### src/rtl/fdc_dcr_pkg.sv
// Package: shared widths, bit positions and the register layout for the
// drive control register. Assumes an 8-bit register serving four drives.
package fdc_dcr_pkg;
    localparam int DATA_W   = 8;
    localparam int NUM_DRV  = 4;
    localparam int SEL_W    = $clog2(NUM_DRV);

    // Bit positions that the rest of the controller depends on.
    localparam int BIT_RUN  = 2;
    localparam int BIT_DMA  = 3;
    localparam int BIT_MOT0 = 4;

    typedef struct packed {
        logic [NUM_DRV-1:0] motor;   // bits 7:4, one per drive
        logic               dma_en;  // bit 3
        logic               run;     // bit 2, 0 holds the controller in reset
        logic [SEL_W-1:0]   drv;     // bits 1:0, binary drive number
    } ctl_t;
endpackage

### src/rtl/fdc_dcr_store.sv
// Module: holds the control byte and serves the registered read path.
// Assumes the write and read hits are already address-qualified.
// A read returns the byte held before any write in the same cycle.
module fdc_dcr_store
    import fdc_dcr_pkg::*;
(
    input  logic              clk,
    input  logic              rst_n,
    input  logic              wr_hit,
    input  logic              rd_hit,
    input  logic [DATA_W-1:0] wr_data,
    output ctl_t              ctl_q,
    output logic [DATA_W-1:0] rd_data_o,
    output logic              rd_oe_o
);
    // Control byte: cleared by hardware reset only, loaded on a write hit.
    always_ff @(posedge clk) begin
        if (!rst_n) begin
            ctl_q <= '0;
        end else if (wr_hit) begin
            ctl_q <= ctl_t'(wr_data);
        end
    end

    // Read port: one cycle of data and bus enable after a read hit.
    always_ff @(posedge clk) begin
        if (!rst_n) begin
            rd_data_o <= '0;
            rd_oe_o   <= 1'b0;
        end else begin
            rd_data_o <= rd_hit ? DATA_W'(ctl_q) : '0;
            rd_oe_o   <= rd_hit;
        end
    end
endmodule

### src/rtl/fdc_soft_rst_gen.sv
// Module: produces the controller soft-reset level from the run bit.
// Each write that clears the run bit starts a hold counter so that the
// pulse lasts at least MIN_CYC cycles, even when the run bit is set again
// in the next cycle. Assumes MIN_CYC >= 1.
module fdc_soft_rst_gen #(
    parameter int MIN_CYC = 3
) (
    input  logic clk,
    input  logic rst_n,
    input  logic wr_hit,
    input  logic run_wr,   // run bit carried by the current write
    input  logic run_q,    // stored run bit
    output logic soft_rst_o
);
    localparam int CNT_W = $clog2(MIN_CYC + 1);

    logic [CNT_W-1:0] hold_q;

    // Hold counter: loaded on a clearing write, counts down to zero.
    always_ff @(posedge clk) begin
        if (!rst_n) begin
            hold_q <= '0;
        end else if (wr_hit && !run_wr) begin
            hold_q <= CNT_W'(MIN_CYC);
        end else if (hold_q != '0) begin
            hold_q <= hold_q - 1'b1;
        end
    end

    // Reset level: run bit low or minimum width not yet reached.
    always_comb begin
        soft_rst_o = !run_q || (hold_q != '0);
    end
endmodule

### src/rtl/fdc_drive_decode.sv
// Module: turns the drive number into a one-hot select and passes the
// motor bits out. Purely combinational; assumes a settled control byte.
module fdc_drive_decode
    import fdc_dcr_pkg::*;
(
    input  ctl_t               ctl,
    output logic [NUM_DRV-1:0] ds_o,
    output logic [NUM_DRV-1:0] motor_o
);
    // One comparator per drive-select line.
    for (genvar g = 0; g < NUM_DRV; g++) begin : g_sel
        always_comb begin
            ds_o[g] = (ctl.drv == SEL_W'(g));
        end
    end

    // Motor lines follow their bits directly.
    always_comb begin
        motor_o = ctl.motor;
    end
endmodule

### src/rtl/fdc_dma_gate.sv
// Module: gates DMA request, acknowledge, terminal count and interrupt.
// AT-compatible mode enables them only with the DMA enable bit; PS/2 mode
// enables them always. A disabled output is held low with its enable low;
// a disabled input is forced to its inactive level.
module fdc_dma_gate (
    input  logic ps2_mode,
    input  logic dma_en,
    input  logic drq_core_i,
    input  logic irq_core_i,
    input  logic dack_n_i,
    input  logic tc_i,
    output logic drq_o,
    output logic drq_oe_o,
    output logic irq_o,
    output logic irq_oe_o,
    output logic dack_n_core_o,
    output logic tc_core_o
);
    logic live;

    // Mode select: PS/2 overrides the enable bit.
    always_comb begin
        live = ps2_mode || dma_en;
    end

    // Signal gating toward the pins and toward the core.
    always_comb begin
        drq_o         = drq_core_i && live;
        drq_oe_o      = live;
        irq_o         = irq_core_i && live;
        irq_oe_o      = live;
        dack_n_core_o = dack_n_i || !live;
        tc_core_o     = tc_i && live;
    end
endmodule

### src/rtl/fdc_drive_ctl_reg.sv
// Module: top of the drive control register. Decodes the I/O address,
// stores the byte, and drives drive select, motors, soft reset and the
// DMA/interrupt gating. Assumes single-cycle strobes from the host bus.
module fdc_drive_ctl_reg
    import fdc_dcr_pkg::*;
#(
    parameter int          ADDR_W      = 10,
    parameter logic [9:0]  REG_ADDR    = 10'h3F2,
    parameter int          RST_MIN_CYC = 3
) (
    input  logic              clk,
    input  logic              rst_n,
    input  logic [ADDR_W-1:0] addr_i,
    input  logic              wr_en_i,
    input  logic              rd_en_i,
    input  logic [7:0]        wr_data_i,
    output logic [7:0]        rd_data_o,
    output logic              rd_oe_o,
    input  logic              ps2_mode_i,
    output logic [3:0]        ds_o,
    output logic [3:0]        motor_o,
    output logic              soft_rst_o,
    input  logic              drq_core_i,
    output logic              drq_o,
    output logic              drq_oe_o,
    input  logic              irq_core_i,
    output logic              irq_o,
    output logic              irq_oe_o,
    input  logic              dack_n_i,
    output logic              dack_n_core_o,
    input  logic              tc_i,
    output logic              tc_core_o
);
    logic addr_match;
    logic wr_hit;
    logic rd_hit;
    ctl_t ctl_q;

    // Address decode and strobe qualification.
    always_comb begin
        addr_match = (addr_i == ADDR_W'(REG_ADDR));
        wr_hit     = wr_en_i && addr_match;
        rd_hit     = rd_en_i && addr_match;
    end

    fdc_dcr_store u_store (
        .clk       (clk),
        .rst_n     (rst_n),
        .wr_hit    (wr_hit),
        .rd_hit    (rd_hit),
        .wr_data   (wr_data_i),
        .ctl_q     (ctl_q),
        .rd_data_o (rd_data_o),
        .rd_oe_o   (rd_oe_o)
    );

    fdc_soft_rst_gen #(
        .MIN_CYC (RST_MIN_CYC)
    ) u_srst (
        .clk        (clk),
        .rst_n      (rst_n),
        .wr_hit     (wr_hit),
        .run_wr     (wr_data_i[BIT_RUN]),
        .run_q      (ctl_q.run),
        .soft_rst_o (soft_rst_o)
    );

    fdc_drive_decode u_dec (
        .ctl     (ctl_q),
        .ds_o    (ds_o),
        .motor_o (motor_o)
    );

    fdc_dma_gate u_gate (
        .ps2_mode      (ps2_mode_i),
        .dma_en        (ctl_q.dma_en),
        .drq_core_i    (drq_core_i),
        .irq_core_i    (irq_core_i),
        .dack_n_i      (dack_n_i),
        .tc_i          (tc_i),
        .drq_o         (drq_o),
        .drq_oe_o      (drq_oe_o),
        .irq_o         (irq_o),
        .irq_oe_o      (irq_oe_o),
        .dack_n_core_o (dack_n_core_o),
        .tc_core_o     (tc_core_o)
    );
endmodule

### config.mk
export PLATFORM = sky130hd
export DESIGN_NAME = fdc_drive_ctl_reg
export DESIGN_NICKNAME = d
export VERILOG_FILES = /design/src/rtl/fdc_dcr_pkg.sv /design/src/rtl/fdc_dcr_store.sv /design/src/rtl/fdc_soft_rst_gen.sv /design/src/rtl/fdc_drive_decode.sv /design/src/rtl/fdc_dma_gate.sv /design/src/rtl/fdc_drive_ctl_reg.sv
export SDC_FILE = /design/constraint.sdc
export NUM_CORES = 1
export LEC_CHECK = 0
export ABC_AREA = 1
export BUFFER_PORTS_ARGS = -buffer_cell sky130_fd_sc_hd__clkbuf_2
export CAP_MARGIN = 20
export CORE_MARGIN = 8
export CORE_UTILIZATION = 25
export DETAILED_ROUTE_END_ITERATION = 8
export PLACE_DENSITY_LB_ADDON = 0.3
export SETUP_SLACK_MARGIN = 0.5
export SLEW_MARGIN = 20
export SYNTH_ARGS = -nofsm -noshare
export SYNTH_HDL_FRONTEND = slang
export SYNTH_SLANG_ARGS = --single-unit
### constraint.sdc
create_clock -name clk -period 2.6 [get_ports clk]
set_input_delay 0.52 -clock clk [delete_from_list [all_inputs] [get_ports clk]]
set_output_delay 0.52 -clock clk [all_outputs]
set_load 0.05 [all_outputs]
==> impl_metrics.json <==
{
  "status": "completed",
  "drv_slew": 0,
  "place_congestion": 0.742,
  "r2r_start": "u_srst.hold_q[0]",
  "track_usage": 0.0751,
  "routedWlPerCell_um": 9.58,
  "min_delay_worst_endpoint": "u_store.ctl_q[0]",
  "cpPeakStageDelay_ps": 330,
  "post_cts_resized": 0,
  "io_buffers": 50,
  "rows": 21,
  "final_common_cell": "clkbuf_2",
  "ys.flop_type": "dfxtp_1",
  "path_clk_slew_ps": 110,
  "ir_worst_vdd_v": 0.000118,
  "cpMaxStageDelayCell": "dfxtp_1",
  "synth-xor-area-share": 0.0106,
  "finalClockSkew_ps": 0.217,
  "final_cell_count_no_fill": 205,
  "vias": 763,
  "coreArea_um2": 3260,
  "synth_top_family_by_area": "simple AND/OR/NAND/NOR gates",
  "critPathLaunchType": "flop",
  "drt_first_iter_violations": 45,
  "fin_crit_ps": 1800,
  "overflow": 0,
  "cp.required_ps": 2080,
  "tritoncts": "yes",
  "synth_compound_area_frac": 0.0122,
  "crit_fanout": 5,
  "drtAntennaViolNets": 0,
  "syn_area_um2": 823,
  "die_y_um": 73.4,
  "async_reset_ff_frac": 0,
  "syn_to_final_growth_pct": 34.2,
  "syn-num-nets": 140,
  "synth_edf_count": 0,
  "yosys_warnings": 0,
  "nets": 188,
  "dp.cells": 201,
  "syn_inst": 112,
  "p_leak_uw": 0.000635,
  "r2r_setup_slack_ps": 1480,
  "worstHoldPathType": "in2reg",
  "rsz0062_at_grt": "no",
  "worst_hold_slack_ps": 438,
  "hold_buffers": 0,
  "ys_seq_area_frac": 0.462,
  "muxShareOfSynthArea": 0.0137,
  "path_cells": "nor2_1 > or2_2 > clkbuf_2",
  "place_ws_ps": 830,
  "cp_data_arrival_time_ps": 1280,
  "synth_fa_ha_area_frac": 0.0152,
  "diodes": 0,
  "antenna_found_initial": 0,
  "hold_start": "wr_data_i[0]",
  "r2r-end": "u_srst.hold_q[1]",
  "postCtsSetupBuffers": 0,
  "setup-violations-final": 0,
  "ctsRootBufferMaster": "clkbuf_4",
  "max_freq_ghz": 0.554,
  "drive_gt1_frac": 0.390,
  "synthDistinctLibCells": 18,
  "firstDrtPassIters": 4,
  "cts.sinks": 19,
  "powerDensity_nw_per_um2": 527,
  "grt_pass1_vias": 757,
  "syn_avg_cell_area_um2": 7.35,
  "nFillCells": 382,
  "fin_ws_ps": 796,
  "vias_per_cell": 3.72,
  "worstSetupEndpointType": "output port",
  "synthSimpleGateAreaFrac": 0.325,
  "min_delay_path_depth": 3,
  "fin_setup_tns_ps": 0,
  "dpl.hpwl_mm": 1.61,
  "die_area_um2": 5390,
  "ios": 51,
  "cts_buffer_depth": 2,
  "cts_buffers": 3,
  "dieWidth_um": 73.4,
  "drcViolationCount": 0,
  "start_util": 0.253,
  "synth-seq-cells": 19,
  "critPathTopFamily": "simple AND/OR/NAND/NOR gates",
  "relSlewSlack": 0.807,
  "crit_type": "reg2out",
  "tightest_slew_ps": 290,
  "grt_max_degree": 16,
  "post-route-period-util": 0.694,
  "h-tree-depth": 1,
  "finalPower_uw": 582,
  "hold_viol_final": 0,
  "critical_path_buf_inv_count": 1,
  "cap_violations": 0,
  "clock_latency_ps": 290,
  "grt_pass1_wl_mm": 3.16,
  "reg2reg_depth": 4,
  "drt-total-wl_mm": 1.96,
  "final_cell_mix": "clkbuf_2, nor2_1, nand2_1"
}
[sequential cells by signal, indices dropped and copies added (netlist names)]
signal,count
u_store.rd_data_o,8
u_store.ctl_q,8
u_srst.hold_q,2
u_store.rd_oe_o,1
[kinds of logic (layout without fill, tap and decap cells)]
| group | after synthesis | count (layout) |
|---|---|---|
| multiplexers | 1 | 1 |
| AO/OA/AOI/OAI | 2 | 2 |
| adder cells (fa/ha/maj) | 1 | 1 |
| XOR/XNOR | 1 | 1 |
| AND/OR/NAND/NOR | 60 | 60 |
| buffers and inverters | 28 | 75 |
| flip-flops | 19 | 19 |
[Yosys cell counts (2+ instances only)]
master,count,area [um2]
nor2_2,2,12.5
buf_4,5,37.5
dfxtp_1,19,380
nand2_1,22,82.6
inv_1,21,78.8
a21oi_1,2,10.0
nor2_1,30,113
[metal layers]
layer	track usage	vias up	wire, um
met1	0.0779	317	782
met3	0.0450	0	359
li1	-	413	-
met2	0.122	33	822
met4	0.0266	0	0
met5	0	-	0
[how the worst max path moves through the flow]
stage                                start            end  slack, ps  depth (start not counted)
after CTS                 u_store.ctl_q[3]  dack_n_core_o        770                          3
after floorplan                 ps2_mode_i       irq_oe_o        840                          3
after global routing      u_srst.hold_q[0]     soft_rst_o        670                          4
after detailed placement        ps2_mode_i  dack_n_core_o        830                          4
final                     u_store.ctl_q[3]  dack_n_core_o        800                          3
after global placement          ps2_mode_i  dack_n_core_o        840                          4
[worst reg2reg max path, cell delays in order, from the launching register on]
cell     delay [ps]
dfxtp_1         350
inv_1            50
ha_1            270
mux2_2          260
a21oi_1         130
[power breakdown]
group / switching [uW] / internal, uW / leakage, uW
Combinational: 66.2 / 57.5 / 0.000464
Sequential: 4.69 / 305 / 0.000153
Clock: 91.4 / 57.2 / 0.0000177
Total: 162 / 420 / 0.000635
[per-stage QoR]
stage	instance area, um2	util
after global routing	1100	0.339
after floorplan	823	-
after CTS	1100	0.339
after detailed placement	1080	0.331
final	1100	0.339
after global placement	1080	0.331
[layout make-up]
| cell class | instances | area, um2 | area share |
|---|---|---|---|
| flip-flops and latches | 19 | 380 | 0.344 |
| multi-input cells | 65 | 310 | 0.281 |
| repair buffers | 50 | 250 | 0.227 |
| inverters | 21 | 78.8 | 0.0713 |
| well taps | 46 | 57.6 | 0.0521 |
| clock buffers | 3 | 22.5 | 0.0204 |
| clock inverters | 1 | 5.00 | 0.00453 |
Note: power is estimated with default switching activity, not from simulation.
